### src/rtl/hzu_pkg.sv
package hzu_pkg;

  // result classes of the decode-stage instruction
  localparam logic [1:0] KIND_ALU  = 2'd0;
  localparam logic [1:0] KIND_MUL  = 2'd1;
  localparam logic [1:0] KIND_LOAD = 2'd2;

  // operand select codes; codes 1..3 equal the producer distance
  localparam logic [1:0] SRC_RF  = 2'd0;
  localparam logic [1:0] SRC_EX1 = 2'd1;
  localparam logic [1:0] SRC_EX2 = 2'd2;
  localparam logic [1:0] SRC_MEM = 2'd3;

  // path configurations
  localparam int unsigned MODE_FULL = 0;
  localparam int unsigned MODE_MEM  = 1;
  localparam int unsigned MODE_RF   = 2;
  localparam int unsigned MODE_NONE = 3;

  // tracked stages behind decode: EX1, EX2, M, WB
  localparam int NUM_TRACK = 4;

  // bit d enables the path to a producer at distance d+1
  // bit0 EX1 out, bit1 EX2 out, bit2 M out, bit3 register-file write-through
  function automatic logic [NUM_TRACK-1:0] path_mask(int unsigned mode);
    case (mode)
      MODE_FULL: return 4'b1111;
      MODE_MEM:  return 4'b0100;
      MODE_RF:   return 4'b1000;
      default:   return 4'b0000;
    endcase
  endfunction

  // number of stages after decode by whose end the result exists
  function automatic int kind_ready(logic [1:0] kind);
    case (kind)
      KIND_ALU: return 1;
      KIND_MUL: return 2;
      default:  return 3;
    endcase
  endfunction

endpackage

### src/rtl/hzu_track.sv
module hzu_track import hzu_pkg::*; #(
  parameter int AW   = 5,
  parameter int NSTG = NUM_TRACK
) (
  input  logic                      clk,
  input  logic                      rst,
  input  logic                      ins_vld,
  input  logic [AW-1:0]             ins_rd,
  input  logic [1:0]                ins_kind,
  output logic [NSTG-1:0]           stg_vld,
  output logic [NSTG-1:0][AW-1:0]   stg_rd,
  output logic [NSTG-1:0][1:0]      stg_kind
);

  logic          vld_q  [NSTG];
  logic [AW-1:0] rd_q   [NSTG];
  logic [1:0]    kind_q [NSTG];

  for (genvar s = 0; s < NSTG; s++) begin : g_stg
    logic          nxt_v;
    logic [AW-1:0] nxt_r;
    logic [1:0]    nxt_k;

    if (s == 0) begin : g_head
      assign nxt_v = ins_vld;
      assign nxt_r = ins_rd;
      assign nxt_k = ins_kind;
    end else begin : g_body
      assign nxt_v = vld_q[s-1];
      assign nxt_r = rd_q[s-1];
      assign nxt_k = kind_q[s-1];
    end

    always_ff @(posedge clk) begin
      if (rst) begin
        vld_q[s]  <= 1'b0;
        rd_q[s]   <= '0;
        kind_q[s] <= KIND_ALU;
      end else begin
        vld_q[s]  <= nxt_v;
        rd_q[s]   <= nxt_r;
        kind_q[s] <= nxt_k;
      end
    end

    assign stg_vld[s]  = vld_q[s];
    assign stg_rd[s]   = rd_q[s];
    assign stg_kind[s] = kind_q[s];
  end

endmodule

### src/rtl/hzu_resolve.sv
module hzu_resolve import hzu_pkg::*; #(
  parameter int                    AW    = 5,
  parameter int                    NSTG  = NUM_TRACK,
  parameter logic [NUM_TRACK-1:0]  PATHS = 4'b1111
) (
  input  logic [AW-1:0]             src,
  input  logic                      used,
  input  logic [NSTG-1:0]           stg_vld,
  input  logic [NSTG-1:0][AW-1:0]   stg_rd,
  input  logic [NSTG-1:0][1:0]      stg_kind,
  output logic                      need_stall,
  output logic [1:0]                sel
);

  logic hit;

  // scan from the youngest producer outward; the first match decides
  always_comb begin
    hit        = 1'b0;
    need_stall = 1'b0;
    sel        = SRC_RF;
    for (int d = 0; d < NSTG; d++) begin
      if (!hit && used && (src != '0) && stg_vld[d] && (stg_rd[d] == src)) begin
        hit = 1'b1;
        if (PATHS[d] && (kind_ready(stg_kind[d]) <= d + 1)) begin
          sel = (d + 1 < NSTG) ? 2'(d + 1) : SRC_RF;
        end else begin
          need_stall = 1'b1;
        end
      end
    end
  end

endmodule

### src/rtl/hzu_six_stage.sv
module hzu_six_stage import hzu_pkg::*; #(
  parameter int unsigned REG_AW   = 5,
  parameter int unsigned FWD_MODE = MODE_FULL
) (
  input  logic              clk,
  input  logic              rst,
  input  logic              id_valid,
  input  logic [REG_AW-1:0] id_rs1,
  input  logic              id_rs1_used,
  input  logic [REG_AW-1:0] id_rs2,
  input  logic              id_rs2_used,
  input  logic [REG_AW-1:0] id_rd,
  input  logic              id_rd_write,
  input  logic [1:0]        id_kind,
  output logic              stall,
  output logic              ex1_bubble,
  output logic [1:0]        fwd_a,
  output logic [1:0]        fwd_b
);

  localparam logic [NUM_TRACK-1:0] PATHS = path_mask(FWD_MODE);
  localparam int                   NOPS  = 2;

  logic                               stall_c;
  logic                               issue;
  logic                               trk_in_vld;
  logic [NUM_TRACK-1:0]               stg_vld;
  logic [NUM_TRACK-1:0][REG_AW-1:0]   stg_rd;
  logic [NUM_TRACK-1:0][1:0]          stg_kind;

  logic [REG_AW-1:0] op_src  [NOPS];
  logic              op_used [NOPS];
  logic              op_stall[NOPS];
  logic [1:0]        op_sel  [NOPS];

  assign op_src[0]  = id_rs1;
  assign op_used[0] = id_rs1_used;
  assign op_src[1]  = id_rs2;
  assign op_used[1] = id_rs2_used;

  for (genvar k = 0; k < NOPS; k++) begin : g_op
    hzu_resolve #(
      .AW   (REG_AW),
      .NSTG (NUM_TRACK),
      .PATHS(PATHS)
    ) u_res (
      .src       (op_src[k]),
      .used      (op_used[k]),
      .stg_vld   (stg_vld),
      .stg_rd    (stg_rd),
      .stg_kind  (stg_kind),
      .need_stall(op_stall[k]),
      .sel       (op_sel[k])
    );
  end

  assign stall_c    = id_valid && (op_stall[0] || op_stall[1]);
  assign issue      = id_valid && !stall_c;
  assign trk_in_vld = issue && id_rd_write && (id_rd != '0);
  assign stall      = stall_c;

  hzu_track #(
    .AW  (REG_AW),
    .NSTG(NUM_TRACK)
  ) u_trk (
    .clk     (clk),
    .rst     (rst),
    .ins_vld (trk_in_vld),
    .ins_rd  (id_rd),
    .ins_kind(id_kind),
    .stg_vld (stg_vld),
    .stg_rd  (stg_rd),
    .stg_kind(stg_kind)
  );

  always_ff @(posedge clk) begin
    if (rst) begin
      ex1_bubble <= 1'b0;
      fwd_a      <= SRC_RF;
      fwd_b      <= SRC_RF;
    end else begin
      ex1_bubble <= stall_c;
      fwd_a      <= issue ? op_sel[0] : SRC_RF;
      fwd_b      <= issue ? op_sel[1] : SRC_RF;
    end
  end

endmodule

### config.mk
export PLATFORM = sky130hd
export DESIGN_NAME = hzu_six_stage
export DESIGN_NICKNAME = d
export VERILOG_FILES = /design/src/rtl/hzu_pkg.sv /design/src/rtl/hzu_track.sv /design/src/rtl/hzu_resolve.sv /design/src/rtl/hzu_six_stage.sv
export SDC_FILE = /design/constraint.sdc
export NUM_CORES = 1
export LEC_CHECK = 0
export ABC_AREA = 1
export BUFFER_PORTS_ARGS = -buffer_cell sky130_fd_sc_hd__buf_2
export CORE_AREA = 2 2 64 66
export CTS_BUF_LIST = sky130_fd_sc_hd__clkbuf_4 sky130_fd_sc_hd__clkbuf_8 sky130_fd_sc_hd__clkbuf_16
export CTS_CLUSTER_DIAMETER = 150
export DETAILED_ROUTE_END_ITERATION = 16
export DIE_AREA = 0 0 66 68
export HOLD_SLACK_MARGIN = 0.15
export MAX_ROUTING_LAYER = met4
export PLACE_DENSITY = 0.77
export SYNTH_ARGS = -nofsm -noshare
export SYNTH_HDL_FRONTEND = slang
export SYNTH_SLANG_ARGS = --single-unit
### constraint.sdc
create_clock -name clk -period 1.6 [get_ports clk]
set_input_delay 0.08 -clock clk [delete_from_list [all_inputs] [get_ports clk]]
set_output_delay 0.08 -clock clk [all_outputs]
set_load 0.05 [all_outputs]
==> metrics.md, run 1 <==
| Metric | Value |
|---|---|
| Final setup violation count | `2` |
| CTS tree | `done` |
| Largest net degree at the start of global routing | `27` |
| Worst slew pin tran | `0.331 ns` |
| Type of the worst setup path | `reg2out` |
| Hold slack | `between 0.2 and 0.25 ns` |
| Insertion delay to the later sink of the worst-skew pair | `a little under 0.3 ns` |
| Synth Area per Inst | `6.18 um2` |
| Path depth of the worst reg2reg path | `14` |
| Htree depth | `2` |
| Crit start category | `register` |
| Post-route ant nets | `0` |
| Max Clock Skew | `0.00492 ns` |
| Initial core utilization | `0.449` |
| Crit-path max FO | `4` |
| CTS sink cnt | `32` |
| Layout net count | `around 360` |
| Final instance area | `2220 um2` |
| Clk root buf | `clkbuf_8` |
| Mean routed wirelength per cell | `11.2 um` |
| Clk slew on worst S/H paths | `0.06 ns` |
| Slack of the critical path | `-0.210 ns` |
| Endpoint class of the critical path | `output pin` |
| Pre-Repair DR Iteration Count | `4` |
| Rows | `23` |
| Vias/cell | `approximately 4.8` |
| Critical Path Start | `u_trk.rd_q[0][7]` |
| Hold path depth | `5` |
| Crit Reg-Reg Startpoint | `u_trk.rd_q[0][7]` |
| Core ar. | `between 3000 and 4000 um2` |
| Final Max Tran Viols | `0` |
| # diodes | `0` |
| Status | `finished with violations` |
| Die area | `4490 um2` |
| Reg2reg setup slack | `-0.10 ns` |
| Max-Cap Viols | `0` |
| Leak Pwr | `~1.1 nW` |
| DRT iter0 DRCs | `approximately 120` |
| Number of distinct library cells after synthesis | `23` |
| CTS max path bufs | `2` |
| I/O Pins | `29` |
| Hold EP | `ex1_bubble` |
| Final core utilization | `0.575` |
| Wirelength, routed | `4280 um` |
| Vias in the first global route | `1590` |
| Synth Net Count | `303` |
| Worst Path Arrival | `about 1.7 ns` |
| Yosys Warn Count | `0` |
| Dpl hpwl | `3140 um` |
| Count of input and output buffers | `28` |
| Hold Vio Cnt, Final | `0` |
| First-pass GRT wire length | `between 6000 and 7000 um` |
| Fmax achieved | `roughly 0.55 GHz` |
| Die width | `approximately 66 um` |
| Crit path required time | `1.52 ns` |
| Failing checks | `negative setup slack` |
| Seq cells post-synth | `32` |
| HP Start | `id_valid` |
| DRC Markers | `0` |
| Unrepaired setup endpoints after global routing | `true` |
| Dpl cell area | `1930 um2` |
| Cts bufs inserted | `5` |
| Syn Inst Count | `280` |
| Pwr Density | `761 nW/um2` |
| RR Endpoint | `fwd_b[1]` |
| Layout cells sized above 1 | `0.274` |
| GRT Util Overall | `0.211` |
| Die Y | `68 um` |
| Register area share after synthesis | `0.370` |
| Period utilization | `1.13` |
| Minimum clock period | `roughly 1.8 ns` |
| Vias | `1825` |
| GPL Wtd Cong | `0.849` |
| Relative slew slack | `0.779` |
| Post-Synthesis Cell Area | `1730 um2` |
| Hold/Removal Path Class | `in2reg` |
| Area growth syn-to-layout | `28.1%` |
| Initial antenna violation count | `0` |
| VDD IR-drop max | `0.000342 V` |
| Gr ovfl total | `0` |
stage by stage:
step                cells  power (mW)  TNS [ns]  setup WS [ns]
finish                382        1.69    -0.307         -0.210
global route          382        1.76    -0.554         -0.314
CTS                   378        1.68    -0.199         -0.165
detailed placement    356        1.07         0        0.00481
global placement      356        1.07         0         0.0291
floorplan             280       0.995         0         0.0195
repair_timing:
item,4_1_cts,5_1_grt
endpoints found under the setup margin,1,2
setup buffers,6,4
hold endpoints to repair,9,0
gates resized for setup,15,9
gates cloned,0,0
pin swaps,7,6
hold buffers,9,0
metal layers:
layer | track usage | wire [um] | part of all wire
met1 | 0.253 | 1900 | 0.44
met2 | 0.351 | 2040 | 0.48
met3 | 0.0609 | 285 | 0.067
met4 | 0.0536 | 48 | 0.011
met5 | - | 0 | 0
layout by cell type (no fill, tap or decap):
cell            n
nand2_1        79
nor2_1         67
buf_2          27
inv_1          25
dfxtp_1        22
inv_2          17
buf_4          12
dfxtp_2        10
dlygate4sd3_1   9
nand3_1         8
o21ai_0         8
xor2_1          7
nor2_2          5
o21ai_1         5
clkbuf_8        5
nand2_2         4
o211ai_1        3
nand3_2         3
nand4_1         3
nor2_4          2
nand3b_1        1
nor3_2          1
nor3b_2         1
and2_4          1
xnor2_1         1
nor3b_1         1
and2_1          1
nor3_1          1
clkinv_2        1
clkbuf_4        1
buf_8           1
critical path, cell delays in order, from the launching register on:
cell and delay [ns]:
dfxtp_2 0.37, inv_2 0.04, nand2_1 0.05, nand2_1 0.04, nor2_1 0.09, nand2_1 0.09
nor2_4 0.13, nand3_2 0.09, nand2_2 0.08, nand2_2 0.06, and2_4 0.15, nor2_4 0.09
buf_8 0.15
worst max-delay path by stage:
stage | to | slack, ns | cells past startpoint
final | stall | -0.21 | 12
after floorplan | stall | 0.02 | 11
after global routing | stall | -0.31 | 12
after detailed placement | stall | 0.005 | 10
after global placement | stall | 0.03 | 10
after CTS | stall | -0.16 | 12
Yosys cell counts (all sizes together):
| cell type | instances | area, um2 |
|---|---|---|
| xor2 | 7 | 61.3 |
| nor3b | 2 | 15.0 |
| dfxtp | 32 | 641 |
| inv | 42 | 158 |
| and2 | 2 | 15.0 |
| buf | 1 | 7.51 |
| nand2 | 83 | 319 |
| clkbuf | 3 | 11.3 |
| nor2 | 74 | 300 |
| nor3 | 2 | 10.0 |
| xnor2 | 1 | 8.76 |
| nand3b | 1 | 7.51 |
| o21ai | 13 | 65.1 |
| o211ai | 3 | 22.5 |
| nand3 | 11 | 70.1 |
| nand4 | 3 | 18.8 |
cell families (layout without fill, tap and decap cells):
family	Yosys count	count (layout)	synth area share
simple gates	178	178	0.437
buf+inv	46	98	0.102
flops	32	32	0.370
xor+xnor	8	8	0.0405
compound gates	16	16	0.0506
area by class of cell:
class | instances | area (um2)
timing repair buffer | 49 | 330
fill | 378 | 1640
inverter | 42 | 158
clock inverter | 1 | 5.00
clock buffer | 6 | 76.3
multi-input combinational | 202 | 931
tap | 50 | 62.6
sequential | 32 | 653
power breakdown:
group          total (mW)  switching, mW  internal [mW]
clock               0.602          0.290          0.312
combinational       0.243          0.148         0.0955
sequential          0.841         0.0177          0.823
state kept, by name (all words and copies together) (netlist names):
name,cells
u_trk.vld_q,4
fwd_a,2
u_trk.kind_q,3
u_trk.rd_q,20
ex1_bubble,1
fwd_b,2
Power figures use the tool's default switching activity.
==> inputs of run 2 (changes only) <==
Settings changed: BUFFER_PORTS_ARGS -buffer_cell sky130_fd_sc_hd__buf_2 to -buffer_cell sky130_fd_sc_hd__buf_4.
==> metrics.md, run 2 (synthesis results as in run 1) <==
| Metric | Value |
|---|---|
| Status | `finished with violations` |
| Failing checks | `negative setup slack` |
| Die width | `66 um (unchanged)` |
| Placed cell count | `354 (-0.56%)` |
| Worst slew pin tran | `0.307 ns (-0.0239 ns)` |
| Path depth of the worst reg2reg path | `8 (-6)` |
| Clk slew on worst S/H paths | `0.06 ns (about the same)` |
| CP Cell Sequence | `buf_4 -> nand2_1 -> o211ai_1 -> nor2_4 -> nand3_2 -> nand2_2 -> nand2_2 -> and2_4 -> nor2_4 -> buf_8` |
| Most flops, register | `u_trk.rd_q` |
| # fillers | `383 (+1.3%)` |
| Crit path required time | `1.52 ns (about the same)` |
| Critical Path Start | `u_trk.rd_q[0][6]` |
| Max-Cap Viols | `0 (unchanged)` |
| Buffers & Inverters on Critical Path | `2 (unchanged)` |
| Layout net count | `349 (-1.7%)` |
| Mean routed wirelength per cell | `11.5 um (+3.0%)` |
| Most common cell after layout, fill and taps aside | `nand2_1` |
| Reg2reg setup slack | `0.11 ns (+0.21 ns)` |
| Final Max Tran Viols | `0 (unchanged)` |
| Pre-Repair DR Iteration Count | `4 (unchanged)` |
| Cts bufs inserted | `5 (unchanged)` |
| CP Depth | `10 (-2)` |
| Fmax achieved | `0.566 GHz (+2.4%)` |
| Max stage delay cell, worst path | `dfxtp_2` |
| Initial core utilization | `0.449 (unchanged)` |
| Period utilization | `1.10 (-0.0267)` |
| Worst Path Arrival | `1.69 ns (-0.04 ns)` |
| Slack of the critical path | `-0.167 ns (+0.0428 ns)` |
| Endpoint class of the critical path | `output pin` |
| I/O Pins | `29 (unchanged)` |
| Pwr Density | `754 nW/um2 (-0.94%)` |
| Vias in the first global route | `1637 (+3.0%)` |
| Core ar. | `3860 um2 (unchanged)` |
| CTS sink cnt | `32 (unchanged)` |
| CTS max path bufs | `2 (unchanged)` |
| Final setup violation count | `1 (-1)` |
| Most frequent cells in the layout | `74 x nand2_1, 67 x nor2_1, 34 x buf_4` |
| Post-route ant nets | `0 (unchanged)` |
| Hold/Removal Path Class | `in2reg` |
| Vias | `1806 (-1.0%)` |
| Gr ovfl total | `0 (unchanged)` |
| Rows | `23 (unchanged)` |
| Crit Reg-Reg Startpoint | `u_trk.rd_q[0][8]` |
| Count of input and output buffers | `28 (unchanged)` |
| GRT Util Overall | `0.223 (+0.0118)` |
| GPL Wtd Cong | `0.867 (+2.1%)` |
| Wirelength, routed | `4340 um (+1.4%)` |
| Number of flip-flops in the largest register | `20 (unchanged)` |
| # diodes | `0 (unchanged)` |
| Clk root buf | `clkbuf_8` |
| Crit start category | `register` |
| Relative slew slack | `0.795 (+0.0160)` |
| Dpl hpwl | `3170 um (+1.0%)` |
| Max Clock Skew | `0.00539 ns (+0.000479 ns)` |
| Initial antenna violation count | `0 (unchanged)` |
| Largest registers | `u_trk.rd_q x20, u_trk.vld_q x4, u_trk.kind_q x3` |
| CTS tree | `done` |
| Largest net degree at the start of global routing | `28 (+3.7%)` |
| Largest delay share family, worst path | `simple AND/OR/NAND/NOR gates` |
| DRC Markers | `0 (unchanged)` |
| Crit-path max FO | `2 (-2)` |
| Hold path depth | `2 (-3)` |
| Hold Vio Cnt, Final | `0 (unchanged)` |
| Unrepaired setup endpoints after global routing | `true` |
| Die area | `4490 um2 (unchanged)` |
| Layout Cells excl Fill | `376 (-1.6%)` |
| Die Y | `68 um (unchanged)` |
| Vias/cell | `4.80 (+0.54%)` |
| VDD IR-drop max | `0.000493 V (+44%)` |
| Type of the worst setup path | `reg2out` |
| CP max stage delay | `0.32 ns (-0.05 ns)` |
| RR Endpoint | `fwd_b[0]` |
| Htree depth | `2 (unchanged)` |
| Minimum clock period | `1.77 ns (-0.0428 ns)` |
| Leak Pwr | `1.08 nW (-0.77%)` |
| First-pass GRT wire length | `7130 um (+5.1%)` |
| Insertion delay to the later sink of the worst-skew pair | `0.28 ns (about the same)` |
| Layout cells sized above 1 | `0.285 (+0.0112)` |
| DRT iter0 DRCs | `78 (-36%)` |
| Final core utilization | `0.583 (+0.00844)` |
| Area growth syn-to-layout | `29.9%` |
| Critical path capture point | `stall` |
-- run 2: worst min path at each step --
stage,to,slack (ns),start
3_3_place_gp,u_trk.kind_q[0][1],0.28,id_kind[1]
3_5_place_dp,u_trk.kind_q[0][0],0.29,id_kind[0]
6_report,u_trk.vld_q[0][1],0.16,rst
2_1_floorplan,u_trk.kind_q[0][0],0.19,id_kind[0]
5_1_grt,u_trk.rd_q[1][8],0.17,rst
4_1_cts,u_trk.rd_q[1][2],0.16,rst
-- run 2: worst register-to-register path: stages (launching register included) --
cell and delay, ns:
dfxtp_2 0.34, inv_2 0.05, o211ai_1 0.28, nor2_4 0.08
buf_4 0.13, buf_4 0.12, nor3b_1 0.25, nor2_1 0.07
nor2_1 0.11
-- run 2: what timing repair did --
| action | in CTS | in global routing |
|---|---|---|
| hold endpoints to repair | 8 | 0 |
| buffers inserted | 5 | 2 |
| resized for setup | 17 | 13 |
| cloned | 0 | 0 |
| hold buffers | 8 | 0 |
| endpoints found under the setup margin | 1 | 1 |
| pin swaps | 8 | 9 |
-- run 2: area by class of cell --
class,instances,area [um2],area share
Clock buffer,6,76.3,0.0339
Clock inverter,1,5.00,0.00223
Inverter,42,158,0.0701
Multi-Input combinational cell,202,943,0.420
Sequential cell,32,653,0.290
Tap cell,50,62.6,0.0278
Timing Repair Buffer,43,350,0.156
-- run 2: metal layers --
layer  up-vias  track usage  routed length, um
met4         0       0.0714                 80
met2        50        0.375               2220
met1       817        0.264               1780
li1        930            -                  -
met5         -            -                  0
met3         9       0.0543                249
-- run 2: metrics by stage --
step | instance area [um2] | hold slack, ns | TNS (ns) | setup WS, ns | total power, mW
2_1_floorplan | 1730 | 0.187 | 0 | 0.0195 | 0.995
3_3_place_gp | 1980 | 0.280 | 0 | 0.0873 | 1.08
3_5_place_dp | 1980 | 0.289 | 0 | 0.0402 | 1.09
4_1_cts | 2220 | 0.158 | -0.163 | -0.163 | 1.70
5_1_grt | 2250 | 0.168 | -0.287 | -0.287 | 1.78
6_report | 2250 | 0.162 | -0.167 | -0.167 | 1.69
-- run 2: power by group --
part	internal (mW)	total, mW	switching (mW)
combinational	0.110	0.263	0.152
sequential	0.823	0.841	0.0179
clock	0.312	0.591	0.279
total	1.25	1.69	0.449
==> inputs of run 3 (changes only) <==
Settings changed: ABC_CLOCK_PERIOD_IN_PS set to 1600, CTS_CLUSTER_DIAMETER 150 to 120, MAX_ROUTING_LAYER met4 to unset.
==> metrics.md, run 3 (synthesis results as in run 1) <==
| Metric | Value |
|---|---|
| Status | `finished with violations` |
| Failing checks | `negative setup slack` |
| Vias | `1794 (-0.66%)` |
| Gr ovfl total | `0 (unchanged)` |
| Layout net count | `349 (unchanged)` |
| CP max stage delay | `0.32 ns (about the same)` |
| DRT iter0 DRCs | `115 (+47%)` |
| Largest net degree at the start of global routing | `28 (unchanged)` |
| CP Cell Sequence | `buf_4 -> nand2_1 -> o211ai_1 -> nor2_4 -> nand3_2 -> nand2_2 -> nand2_2 -> and2_4 -> nor2_4 -> buf_8` |
| GRT Util Overall | `0.216 (-0.00692)` |
| Largest registers | `u_trk.rd_q x20, u_trk.vld_q x4, u_trk.kind_q x3` |
| I/O Pins | `29 (unchanged)` |
| Most flops, register | `u_trk.rd_q` |
| Initial core utilization | `0.449 (unchanged)` |
| Pwr Density | `753 nW/um2 (about the same)` |
| Vias in the first global route | `1645 (+0.49%)` |
| CTS tree | `done` |
| Buffers & Inverters on Critical Path | `2 (unchanged)` |
| Post-route ant nets | `0 (unchanged)` |
| Worst Path Arrival | `1.69 ns (about the same)` |
| Setup TNS | `-0.169 ns (-0.00206 ns)` |
| GPL Wtd Cong | `0.854 (-1.6%)` |
| Largest delay share family, worst path | `simple AND/OR/NAND/NOR gates` |
| Core ar. | `3860 um2 (unchanged)` |
| Slack of the critical path | `-0.169 ns (-0.00206 ns)` |
| Wirelength, routed | `4350 um (+0.23%)` |
| Hold Vio Cnt, Final | `0 (unchanged)` |
| Fmax achieved | `0.565 GHz (-0.12%)` |
| Dpl hpwl | `3170 um (unchanged)` |
| Relative slew slack | `0.791 (-0.00392)` |
| Unrepaired setup endpoints after global routing | `true` |
| Vias/cell | `4.77 (-0.66%)` |
| Cts bufs inserted | `5 (unchanged)` |
| Die Y | `68 um (unchanged)` |
| Hold/Removal Path Class | `in2reg` |
| CTS sink cnt | `32 (unchanged)` |
| Clk slew on worst S/H paths | `0.06 ns (about the same)` |
| Minimum clock period | `1.77 ns (+0.00206 ns)` |
| Rows | `23 (unchanged)` |
| Final setup violation count | `1 (unchanged)` |
| First-pass GRT wire length | `7130 um (unchanged)` |
| Tot Pwr | `1.69 mW (about the same)` |
| Area growth syn-to-layout | `29.9% (unchanged)` |
| Number of flip-flops in the largest register | `20 (unchanged)` |
| Die area | `4490 um2 (unchanged)` |
| Crit path required time | `1.52 ns (about the same)` |
| Period utilization | `1.11 (+0.00129)` |
| Insertion delay to the later sink of the worst-skew pair | `0.28 ns (about the same)` |
| VDD IR-drop max | `0.000496 V (+0.47%)` |
| Type of the worst setup path | `reg2out` |
| Htree depth | `2 (unchanged)` |
| Clk root buf | `clkbuf_8` |
| Die width | `66 um (unchanged)` |
| DRC Markers | `0 (unchanged)` |
| Layout cells sized above 1 | `0.285 (unchanged)` |
| Crit start category | `register` |
| Max-Cap Viols | `0 (unchanged)` |
| Worst slew pin tran | `0.313 ns (+0.00586 ns)` |
| # fillers | `383 (unchanged)` |
| Leak Pwr | `1.08 nW (unchanged)` |
| CTS max path bufs | `2 (unchanged)` |
| Most common cell after layout, fill and taps aside | `nand2_1` |
| Max Clock Skew | `0.00483 ns (-0.000561 ns)` |
| Most frequent cells in the layout | `74 x nand2_1, 67 x nor2_1, 34 x buf_4` |
| Endpoint class of the critical path | `output pin` |
| Final Max Tran Viols | `0 (unchanged)` |
| # diodes | `0 (unchanged)` |
| Pre-Repair DR Iteration Count | `4 (unchanged)` |
| Crit-path max FO | `2 (unchanged)` |
| Count of input and output buffers | `28 (unchanged)` |
| Max stage delay cell, worst path | `dfxtp_2` |
| Mean routed wirelength per cell | `11.6 um (+0.23%)` |
| Initial antenna violation count | `0 (unchanged)` |
-- run 3: stage by stage --
step / utilization / hold slack, ns / setup slack (ns) / instance area (um2) / cells
after global routing: 0.583 / 0.175 / -0.281 / 2250 / 376
after floorplan: - / 0.187 / 0.0195 / 1730 / 280
final: 0.583 / 0.162 / -0.169 / 2250 / 376
after CTS: 0.575 / 0.158 / -0.163 / 2220 / 374
after global placement: 0.515 / 0.280 / 0.0873 / 1980 / 354
after detailed placement: 0.515 / 0.289 / 0.0402 / 1980 / 354
-- run 3: per-layer routing --
layer  wire length, um  track usage
met1              1760        0.262
met3               283       0.0345
met2              2230        0.379
met5                 0            0
met4                65       0.0944
-- run 3: power breakdown --
group	switching (mW)	total (mW)	internal [mW]	leakage (nW)
Clock	0.279	0.591	0.312	0.0445
Sequential	0.0179	0.841	0.823	0.265
Combinational	0.152	0.262	0.110	0.774
-- run 3: path summary, 6_finish.rpt --
check	startpoint	end	slack [ns]	depth (start not counted)
max	u_trk.rd_q[0][6]	stall	-0.17	10
max reg2reg	u_trk.rd_q[0][8]	fwd_b[0]	0.11	8
min	rst	u_trk.vld_q[0][1]	0.16	2
min reg2reg	u_trk.kind_q[0][1]	u_trk.kind_q[0][3]	0.43	2
-- run 3: cell type report --
cell class	count	area, um2	share of cell area
clock buffer	6	76.3	0.0339
clock inverter	1	5.00	0.00223
inverter	42	158	0.0701
multi-input combinational	202	943	0.420
sequential	32	653	0.290
tap	50	62.6	0.0278
timing repair buffer	43	350	0.156
-- run 3: worst reg2reg max path: stages (launching register included) --
cell and delay (ns):
dfxtp_2 0.34, inv_2 0.05, o211ai_1 0.28, nor2_4 0.08
buf_4 0.13, buf_4 0.12, nor3b_1 0.25, nor2_1 0.07
nor2_1 0.11
-- run 3: timing repair --
item,4_1_cts,5_1_grt
setup endpoints to repair,1,1
setup buffers,5,2
pin swaps,8,9
hold buffers,8,0
endpoints found under the hold margin,8,0
gates resized for setup,17,13
